**src/rtl/nand_ecc_pkg.sv**
```systemverilog
package nand_ecc_pkg;

  typedef enum logic [1:0] {
    ST_CLEAN = 2'b00,
    ST_FIX   = 2'b01,
    ST_MULTI = 2'b10,
    ST_CODE  = 2'b11
  } ecc_stat_e;

  // width of a code for an offset of aw bits, rounded up to whole bytes
  function automatic int code_bits(input int aw);
    return ((2 * aw + 6 + 7) / 8) * 8;
  endfunction

  // bit positions within a byte whose index has bit j set
  function automatic logic [7:0] col_mask(input int j);
    case (j)
      0:       return 8'hAA;
      1:       return 8'hCC;
      default: return 8'hF0;
    endcase
  endfunction

endpackage

```
**src/rtl/ecc_accum.sv**
```systemverilog
module ecc_accum
  import nand_ecc_pkg::*;
#(
  parameter int N  = 2048,
  parameter int AW = $clog2(N),
  parameter int CW = code_bits(AW)
) (
  input  logic          clk,
  input  logic          rst_n,
  input  logic          clear,
  input  logic          lock,
  input  logic          beat,
  input  logic [7:0]    data,
  output logic [CW-1:0] code
);

  logic [CW-1:0] acc;
  logic [CW-1:0] acc_nx;
  logic [AW:0]   cnt;
  logic          lock_q;
  logic          fold;
  logic          par;

  // fold only while unlocked and inside the region
  assign fold = beat && !lock && (int'(cnt) < N);

  always_comb begin
    acc_nx = acc;
    par    = ^data;
    for (int k = 0; k < AW; k++) begin
      if (cnt[k]) acc_nx[2*k+1] = acc_nx[2*k+1] ^ par;
      else        acc_nx[2*k]   = acc_nx[2*k]   ^ par;
    end
    for (int j = 0; j < 3; j++) begin
      acc_nx[2*AW+2*j+1] = acc_nx[2*AW+2*j+1] ^ (^(data & col_mask(j)));
      acc_nx[2*AW+2*j]   = acc_nx[2*AW+2*j]   ^ (^(data & ~col_mask(j)));
    end
  end

  always_ff @(posedge clk or negedge rst_n) begin
    if (!rst_n) begin
      acc    <= '0;
      cnt    <= '0;
      lock_q <= 1'b1;
      code   <= '0;
    end else begin
      lock_q <= lock;
      if (clear) begin
        acc <= '0;
        cnt <= '0;
      end else if (fold) begin
        acc <= acc_nx;
        cnt <= cnt + 1'b1;
      end
      if (lock && !lock_q) code <= acc;
    end
  end

endmodule

```
**src/rtl/ecc_syndrome.sv**
```systemverilog
module ecc_syndrome
  import nand_ecc_pkg::*;
#(
  parameter int AW = 11,
  parameter int CW = code_bits(AW)
) (
  input  logic          chk,
  input  logic [CW-1:0] syn,
  output logic [1:0]    stat,
  output logic [AW-1:0] loc_byte,
  output logic [2:0]    loc_bit
);

  localparam int PAIRS = AW + 3;

  logic pairs_split;
  logic pad_clear;
  logic one_hot;
  ecc_stat_e st;

  always_comb begin
    pairs_split = 1'b1;
    for (int p = 0; p < PAIRS; p++)
      if (syn[2*p] == syn[2*p+1]) pairs_split = 1'b0;
    pad_clear = 1'b1;
    for (int i = 2 * PAIRS; i < CW; i++)
      if (syn[i]) pad_clear = 1'b0;
    one_hot = ($countones(syn) == 1);

    if (!chk || syn == '0)          st = ST_CLEAN;
    else if (pairs_split && pad_clear) st = ST_FIX;
    else if (one_hot)               st = ST_CODE;
    else                            st = ST_MULTI;

    loc_byte = '0;
    loc_bit  = '0;
    if (st == ST_FIX) begin
      for (int k = 0; k < AW; k++) loc_byte[k] = syn[2*k+1];
      for (int j = 0; j < 3; j++)  loc_bit[j]  = syn[2*AW+2*j+1];
    end
  end

  assign stat = st;

endmodule

```
**src/rtl/nand_page_ecc.sv**
```systemverilog
module nand_page_ecc
  import nand_ecc_pkg::*;
#(
  parameter int   MAIN_BYTES  = 2048,
  parameter int   SPARE_BYTES = 4,
  localparam int  MAIN_AW     = $clog2(MAIN_BYTES),
  localparam int  SPARE_AW    = $clog2(SPARE_BYTES),
  localparam int  MAIN_CW     = code_bits(MAIN_AW),
  localparam int  SPARE_CW    = code_bits(SPARE_AW)
) (
  input  logic                clk,
  input  logic                rst_n,
  input  logic                ecc_clear,
  input  logic                main_lock,
  input  logic                spare_lock,
  input  logic                in_valid,
  output logic                in_ready,
  input  logic [7:0]          in_data,
  output logic [MAIN_CW-1:0]  main_code,
  output logic [SPARE_CW-1:0] spare_code,
  input  logic                main_ref_load,
  input  logic [MAIN_CW-1:0]  main_ref,
  input  logic                spare_ref_load,
  input  logic [SPARE_CW-1:0] spare_ref,
  output logic [3:0]          err_status,
  output logic [MAIN_AW-1:0]  main_err_byte,
  output logic [2:0]          main_err_bit,
  output logic [SPARE_AW-1:0] spare_err_byte,
  output logic [2:0]          spare_err_bit
);

  logic                beat;
  logic [MAIN_CW-1:0]  main_ref_q;
  logic [SPARE_CW-1:0] spare_ref_q;
  logic                main_chk;
  logic                spare_chk;
  logic [1:0]          main_stat;
  logic [1:0]          spare_stat;

  assign in_ready = !ecc_clear;
  assign beat     = in_valid && in_ready;

  ecc_accum #(.N(MAIN_BYTES), .AW(MAIN_AW), .CW(MAIN_CW)) u_main (
    .clk(clk), .rst_n(rst_n), .clear(ecc_clear), .lock(main_lock),
    .beat(beat), .data(in_data), .code(main_code)
  );

  ecc_accum #(.N(SPARE_BYTES), .AW(SPARE_AW), .CW(SPARE_CW)) u_spare (
    .clk(clk), .rst_n(rst_n), .clear(ecc_clear), .lock(spare_lock),
    .beat(beat), .data(in_data), .code(spare_code)
  );

  always_ff @(posedge clk or negedge rst_n) begin
    if (!rst_n) begin
      main_ref_q  <= '0;
      spare_ref_q <= '0;
      main_chk    <= 1'b0;
      spare_chk   <= 1'b0;
    end else if (ecc_clear) begin
      main_chk  <= 1'b0;
      spare_chk <= 1'b0;
    end else begin
      if (main_ref_load) begin
        main_ref_q <= main_ref;
        main_chk   <= 1'b1;
      end
      if (spare_ref_load) begin
        spare_ref_q <= spare_ref;
        spare_chk   <= 1'b1;
      end
    end
  end

  ecc_syndrome #(.AW(MAIN_AW), .CW(MAIN_CW)) u_main_syn (
    .chk(main_chk), .syn(main_ref_q ^ main_code),
    .stat(main_stat), .loc_byte(main_err_byte), .loc_bit(main_err_bit)
  );

  ecc_syndrome #(.AW(SPARE_AW), .CW(SPARE_CW)) u_spare_syn (
    .chk(spare_chk), .syn(spare_ref_q ^ spare_code),
    .stat(spare_stat), .loc_byte(spare_err_byte), .loc_bit(spare_err_bit)
  );

  assign err_status = {spare_stat, main_stat};

endmodule

```
**config.mk**
```make
export PLATFORM = sky130hd
export DESIGN_NAME = nand_page_ecc
export DESIGN_NICKNAME = d
export VERILOG_FILES = /design/src/rtl/nand_ecc_pkg.sv /design/src/rtl/ecc_accum.sv /design/src/rtl/ecc_syndrome.sv /design/src/rtl/nand_page_ecc.sv
export SDC_FILE = /design/constraint.sdc
export NUM_CORES = 1
export LEC_CHECK = 0
export BUFFER_PORTS_ARGS = -buffer_cell sky130_fd_sc_hd__buf_2
export CORE_UTILIZATION = 45
export CTS_CLUSTER_DIAMETER = 200
export DETAILED_ROUTE_END_ITERATION = 8
export PLACE_DENSITY = 0.68
export RECOVER_POWER = 100
export SLEW_MARGIN = 20
export SYNTH_ARGS = -nofsm -noshare
export SYNTH_HDL_FRONTEND = slang
export SYNTH_SLANG_ARGS = --single-unit
```
**constraint.sdc**
```tcl
create_clock -name clk -period 5.35 [get_ports clk]
set_clock_uncertainty 0.15 [all_clocks]
set_input_delay 0.535 -clock clk [delete_from_list [all_inputs] [get_ports clk]]
set_output_delay 0.535 -clock clk [all_outputs]
set_load 0.05 [all_outputs]
```
==> flow_summary.toml, run 1 <==
[detailed_routing]
drc = 10
ant_nets = 0
drtIter0Drc = 342
vias_per_cell = 4.99
met2RoutedLength_microns = 9030
vias = 5911
wl_met3_microns = 648
drt_pass1_iterations = 7
wl_per_cell_microns = 16.1
topRoutingLayerUsed = "met4"
met1_length_microns = 9080
wl_microns = 19000

[clocking]
h-tree-depth = 4
cts_tree = "yes"
cts_hold_buf = 0
cts_buffers = 17
cts_root_buf = "clkbuf_16"
clock_latency_ns = 0.42
clock_sinks = 143
clockBufferDepth = 2
path_clk_slew_ns = 0.06

[floorplan]
fp.dieW_microns = 139
start_util_pct = 46.5
die-area_sq_um = 19400
boundaryPins = 136
dieHeight_microns = 139
design.core.area_sq_um = 18200
row_count = 49

[power_and_ir_drop]
ir_drop_mv = 0.865
cellLeakagePower_uw = 0.00502
powerDensity_nw_per_um2 = 610

[sta]
rsz0062_at_grt = "yes"
period_share_pct = 110
slew-limit-headroom_pct = -167
clock.fmax_ghz = 0.170
worst_slack_ns = -0.524
fin_crit_ns = 5.87
worstMarginPinSlew_ns = 4.01
hold_viol_final = 0
setup_viol = 2
finalMaxSlewViolations = 134

[global_route]
grt.total_usage_pct = 20.9
grt-ovfl-total = 0
grt_pass1_wl_microns = 31100
antenna_found_initial = 0
grt_max_degree = 93
grt_pass1_vias = 5903

[synthesis]
synth-main-ff-cell = "dfrtp_1"
ys_seq_area_share_pct = 42.3
netlist_area_sq_um = 8470
avgSynthCellArea_sq_um = 11.0
async_reset_ff_share_pct = 100
yosys.cell_types.count = 42
syn_inst = 771
synth_edf_count = 0
synth-seq-cells = 143
ys_warn_count = 0

[min_path]
min_path_type = "in -> reg"

[placement]
place_congestion = 0.866
dp_hpwl_microns = 14500
portBuffers = 125
place_area_sq_um = 9750

[layout]
num_antenna_cells = 0
register_area_sq_um = 3600
fin_util_pct = 57.5
multi_input_area_sq_um = 4580
final_area_sq_um = 10500
n_fill_cell = 1553
drive_gt1_share_pct = 29.6
areaGrowthSynthToFinish_pct = 23.5
final_nets = 1106
final_common_cell = "dfrtp_1"
layout_common_cells = "dfrtp_1 (125), inv_1 (105), mux2_2 (76)"

[setup_path]
critPathMaxFanout = 2
startpoint_type = "flop"
arrival_ns = 5.19
end_kind = "output pin"
crit_type = "reg -> out"
crit_required_ns = 4.66

[run_status]
failed_checks = "design-rule violations, max-capacitance violations, max-slew violations, negative setup slack"
status = "finished, violations left"

[job]
max_cap_viol_count = 3
## final timing paths
path	cells past startpoint	start	to	slack [ns]
worst min register to register	1	u_main.acc[0]	u_main.acc[0]	0.34
max in group asynchronous	1	rst_n	u_main.code[8]	0.94
min in group asynchronous	1	rst_n	spare_ref_q[3]	1.51
worst min-delay path	1	main_lock	u_main.lock_q	0.08
worst max register to register	6	u_main.cnt[11]	u_main.cnt[5]	2.13
worst max-delay path	16	u_main.code[11]	err_status[0]	-0.52
## where the power goes
group	switching [uW]	leakage (uW)	internal, uW
clock network	470	0.000291	729
logic	2090	0.00289	1810
registers	91.2	0.00184	1180
## layer usage
layer / vias to the layer above / track usage [%]
met3: 20 / 4.11
li1: 2851 / -
met2: 121 / 32.7
met4: 0 / 5.61
met1: 2919 / 29.6
met5: - / 0
## cell type report
cell class              instances  share of cell area (%)
clock buffers                  21                    4.50
clock inverters                11                    1.23
inverters                     108                    3.88
multi-input cells             488                    43.8
flip-flops and latches        143                    34.4
well taps                     229                    2.74
repair buffers                184                    9.45
## critical path: stages (launching register included)
cell and delay [ns]:
dfrtp_2 0.41, xnor2_1 0.21, inv_1 0.07, ha_1 0.32, fa_1 0.42, inv_1 0.08, fa_1 0.43, fa_1 0.52
fa_1 0.50, fa_1 0.49, inv_1 0.04, ha_2 0.18, fa_1 0.44, nor4_2 0.15, nand4b_1 0.18, a21oi_4 0.15
buf_6 0.17
## state kept, by name (all words and copies together) (netlist names), 3 cells and up
register      count
main_ref_q       32
spare_ref_q      16
u_main.code      28
u_main.acc       28
u_main.cnt       12
u_spare.code     10
u_spare.cnt       3
u_spare.acc      10
## through the flow
stage | std cells | hold slack (ns) | setup WS, ns | total power (uW) | TNS, ns
floorplan | 780 | 0.0894 | -0.178 | 4100 | -0.178
global placement | 1148 | 0.317 | -0.181 | 4860 | -0.181
detailed placement | 1148 | 0.327 | -0.278 | 4960 | -0.278
CTS | 1184 | 0.0697 | -0.618 | 6330 | -0.692
global route | 1184 | 0.0762 | -0.701 | 7000 | -1.62
finish | 1184 | 0.0821 | -0.524 | 6380 | -0.586
## cells by family (layout without fill, tap and decap cells)
kind of cell	after synthesis	after routing	synth area share, %
multiplexers	77	77	10.2
AND/OR/NAND/NOR	149	149	8.52
other	1	10	0.0443
buffers and inverters	149	324	7.27
adder cells (fa/ha/maj)	100	100	18.1
flip-flops	143	143	42.3
XOR/XNOR	77	77	7.96
AO/OA/AOI/OAI	75	75	5.66
## synth_stat cells (all sizes together) (2+ instances only)
cell | n | area share (%)
a21oi | 17 | 1.0
a31oi | 2 | 0.15
and3 | 4 | 0.30
buf | 18 | 1.4
clkbuf | 23 | 1.0
dfrtp | 141 | 42
dfstp | 2 | 0.62
fa | 37 | 8.7
ha | 63 | 9.3
inv | 107 | 4.7
mux2 | 76 | 10
nand2 | 45 | 2.0
nand3 | 4 | 0.24
nand4 | 17 | 1.3
nor2 | 51 | 2.3
nor2b | 4 | 0.30
nor4 | 3 | 0.22
nor4b | 2 | 0.28
o211ai | 2 | 0.18
o21ai | 27 | 1.6
o311ai | 11 | 1.1
o31ai | 4 | 0.35
o41ai | 12 | 1.2
or3 | 11 | 0.81
or4 | 2 | 0.18
xnor2 | 38 | 3.9
xor2 | 39 | 4.0
## repair_timing
action | 4_1_cts | 5_1_grt
pin swaps | 16 | 4
endpoints found under the setup margin | 2 | 2
resized for setup | 21 | 14
setup buffers | 4 | 0
Power figures use the tool's default switching activity.
==> run 2, diff against run 1 <==
ABC_AREA = 1   (was default)
MAX_ROUTING_LAYER = met4   (was default)
==> flow_summary.toml, run 2 <==
[synthesis]
synth-seq-cells = 143
netlist_area_sq_um = 9340
syn_inst = 1056
async_reset_ff_share_pct = 100
synth_top_cell_area_share_pct = 37.8
yosys-top-cells-count = "inv_1 (198), nand2_1 (165), dfrtp_1 (141), nor2_1 (99), ha_1 (63)"
ys_warn_count = 0
avgSynthCellArea_sq_um = 8.85
synth_edf_count = 0
synth_largest_area_cell = "dfrtp_1"
yosys.cell_types.count = 37
ys_top_cells_by_area = "dfrtp_1 (38%), ha_1 (8.4%), inv_1 (8.0%)"
synth-main-ff-cell = "dfrtp_1"
ys_seq_area_share_pct = 38.3
synth_most_common_cell = "inv_1"

[clocking]
h-tree-depth = 4
clock_latency_ns = 0.42
cts_tree = "yes"
cts_root_buf = "clkbuf_16"
cts_buffers = 17
clockBufferDepth = 2
clock_sinks = 143
path_clk_slew_ns = 0.06

[placement]
place_area_sq_um = 10600
post-place-ws_ns = -0.306
place_congestion = 0.876
dp_hpwl_microns = 16700
portBuffers = 125

[setup_path]
critPathMaxFanout = 3
crit_required_ns = 4.66
end_kind = "output pin"
arrival_ns = 5.20
r2r_start = "u_main.lock_q"
rrSetupSlack_ns = 2.40
startpoint_type = "flop"
crit_type = "reg -> out"
r2r_end = "u_main.code[0]"
ff2ff_path_depth = 4

[layout]
final_area_sq_um = 11400
fin_util_pct = 56.0
top_register = "main_ref_q"
final_common_cell = "inv_1"
areaGrowthSynthToFinish_pct = 21.6
top_regs = "main_ref_q (32), u_main.acc (28), u_main.code (28)"
drive_gt1_share_pct = 24.9
largest_register_ffs = 32
layout_common_cells = "inv_1 (194), nand2_1 (166), dfrtp_1 (120)"
num_antenna_cells = 0
final_nets = 1393

[min_path]
hold_start = "spare_lock"
min_path_type = "in -> reg"
whs_endpoint = "u_spare.lock_q"
holdPathStages = 1

[global_route]
gr-usage-met1_pct = 29.5
grt.total_usage_pct = 22.2
busiest_layer = "met2"
grt_pass1_wl_microns = 36000
grt_pass1_vias = 7137
grt_max_degree = 103
grt-ovfl-total = 0
met2_usage_pct = 35.6
met3_usage_pct = 3.03
antenna_found_initial = 0

[sta]
fin_hold_ws_ns = 0.0685
setup_viol = 1
fin_crit_ns = 5.88
clock.fmax_ghz = 0.170
rsz0062_at_grt = "yes"
period_share_pct = 110
worstMarginPinSlew_ns = 2.58
worst_slack_ns = -0.534
finalMaxSlewViolations = 197
hold_viol_final = 0
slew-limit-headroom_pct = -71.9
tns_ns = -0.534

[floorplan]
boundaryPins = 136
start_util_pct = 46.0
fp.dieW_microns = 146
dieHeight_microns = 146
design.core.area_sq_um = 20300
die-area_sq_um = 21300
row_count = 52

[run_status]
failed_checks = "max-capacitance violations, max-slew violations, negative setup slack"
status = "finished, violations left"

[power_and_ir_drop]
cellLeakagePower_uw = 0.00565
powerDensity_nw_per_um2 = 574
ir_drop_mv = 1.11

[detailed_routing]
drc = 0
wl_per_cell_microns = 14.9
drtIter0Drc = 403
drt_pass1_iterations = 5
vias_per_cell = 4.83
ant_nets = 0
wl_microns = 22500
vias = 7303

[job]
max_cap_viol_count = 3
run 2: cell count changes in the layout (fill, tap and decap cells not counted), sizes merged, moves of 28 or more:
| cell | previous run | this run |
|---|---|---|
| mux2 | 76 | 41 |
| nand2 | 45 | 186 |
| inv | 111 | 205 |
| nand3 | 4 | 67 |
| nor2 | 51 | 110 |
| xor2 | 39 | 11 |
run 2: final cells by class:
| class | instances | area (sq um) |
|---|---|---|
| inverter | 205 | 769 |
| timing repair buffer | 183 | 985 |
| clock buffer | 19 | 443 |
| sequential | 143 | 3610 |
| tap | 270 | 338 |
| clock inverter | 13 | 163 |
| fill | 1834 | 8940 |
| multi-input combinational | 679 | 5060 |
run 2: power breakdown:
part	switching [uW]	leakage, uW	internal (uW)
combinational	2230	0.00354	1830
clock	474	0.000290	747
sequential	76.8	0.00182	1170
run 2: how the worst max path moves through the flow:
stage | start | slack, ns | depth (start not counted) | to
3_3_place_gp | u_main.code[24] | -0.18 | 18 | err_status[0]
5_1_grt | u_main.code[16] | -0.75 | 16 | err_status[0]
4_1_cts | u_main.code[26] | -0.55 | 16 | err_status[0]
3_5_place_dp | u_main.code[24] | -0.31 | 18 | err_status[0]
6_report | u_main.code[13] | -0.53 | 16 | err_status[0]
2_1_floorplan | u_main.code[26] | -0.17 | 17 | err_status[0]
run 2: kinds of logic (layout without fill, tap and decap cells):
group                      count (synthesis)  count (layout)  share of synthesized area, %
buffers and inverters                    243             420                          11.0
xor gates and xnor gates                  49              49                          4.59
muxes                                     42              42                          5.05
other                                      1              10                        0.0401
and+or+nand+nor                          403             403                          20.5
adders and majority gates                100             100                          16.4
DFF                                      143             143                          38.3
AOI/OAI and AO/OA                         75              75                          4.11
run 2: routing by layer:
| layer | up-vias | part of all wire, % | wire (microns) |
|---|---|---|---|
| met4 | 0 | 1.9 | 429 |
| li1 | 3579 | - | - |
| met3 | 27 | 3.4 | 756 |
| met2 | 145 | 49 | 11000 |
| met1 | 3552 | 46 | 10300 |
| met5 | - | 0 | 0 |
run 2: worst max-delay path: stages (launching register included):
cell and delay [ns]:
dfrtp_2 0.43, xnor2_2 0.25, inv_1 0.07, ha_1 0.18, inv_1 0.08, fa_1 0.44, fa_1 0.49, fa_1 0.53
fa_1 0.51, fa_1 0.49, inv_1 0.04, ha_2 0.18, fa_1 0.44, nor4_2 0.15, nand3_1 0.15, o21ai_4 0.17
buf_6 0.17
run 2: what timing repair did:
action	4_1_cts	5_1_grt
endpoints found under the setup margin	2	2
setup buffers	3	2
endpoints found under the hold margin	0	0
pin swaps	11	21
hold buffers	0	0
resized for setup	22	23
run 2: through the flow:
stage / total power, uW / instances
after floorplan: 4180 / 1065
after global placement: 4910 / 1475
after detailed placement: 5000 / 1475
after CTS: 6440 / 1510
after global routing: 7210 / 1512
final: 6530 / 1512
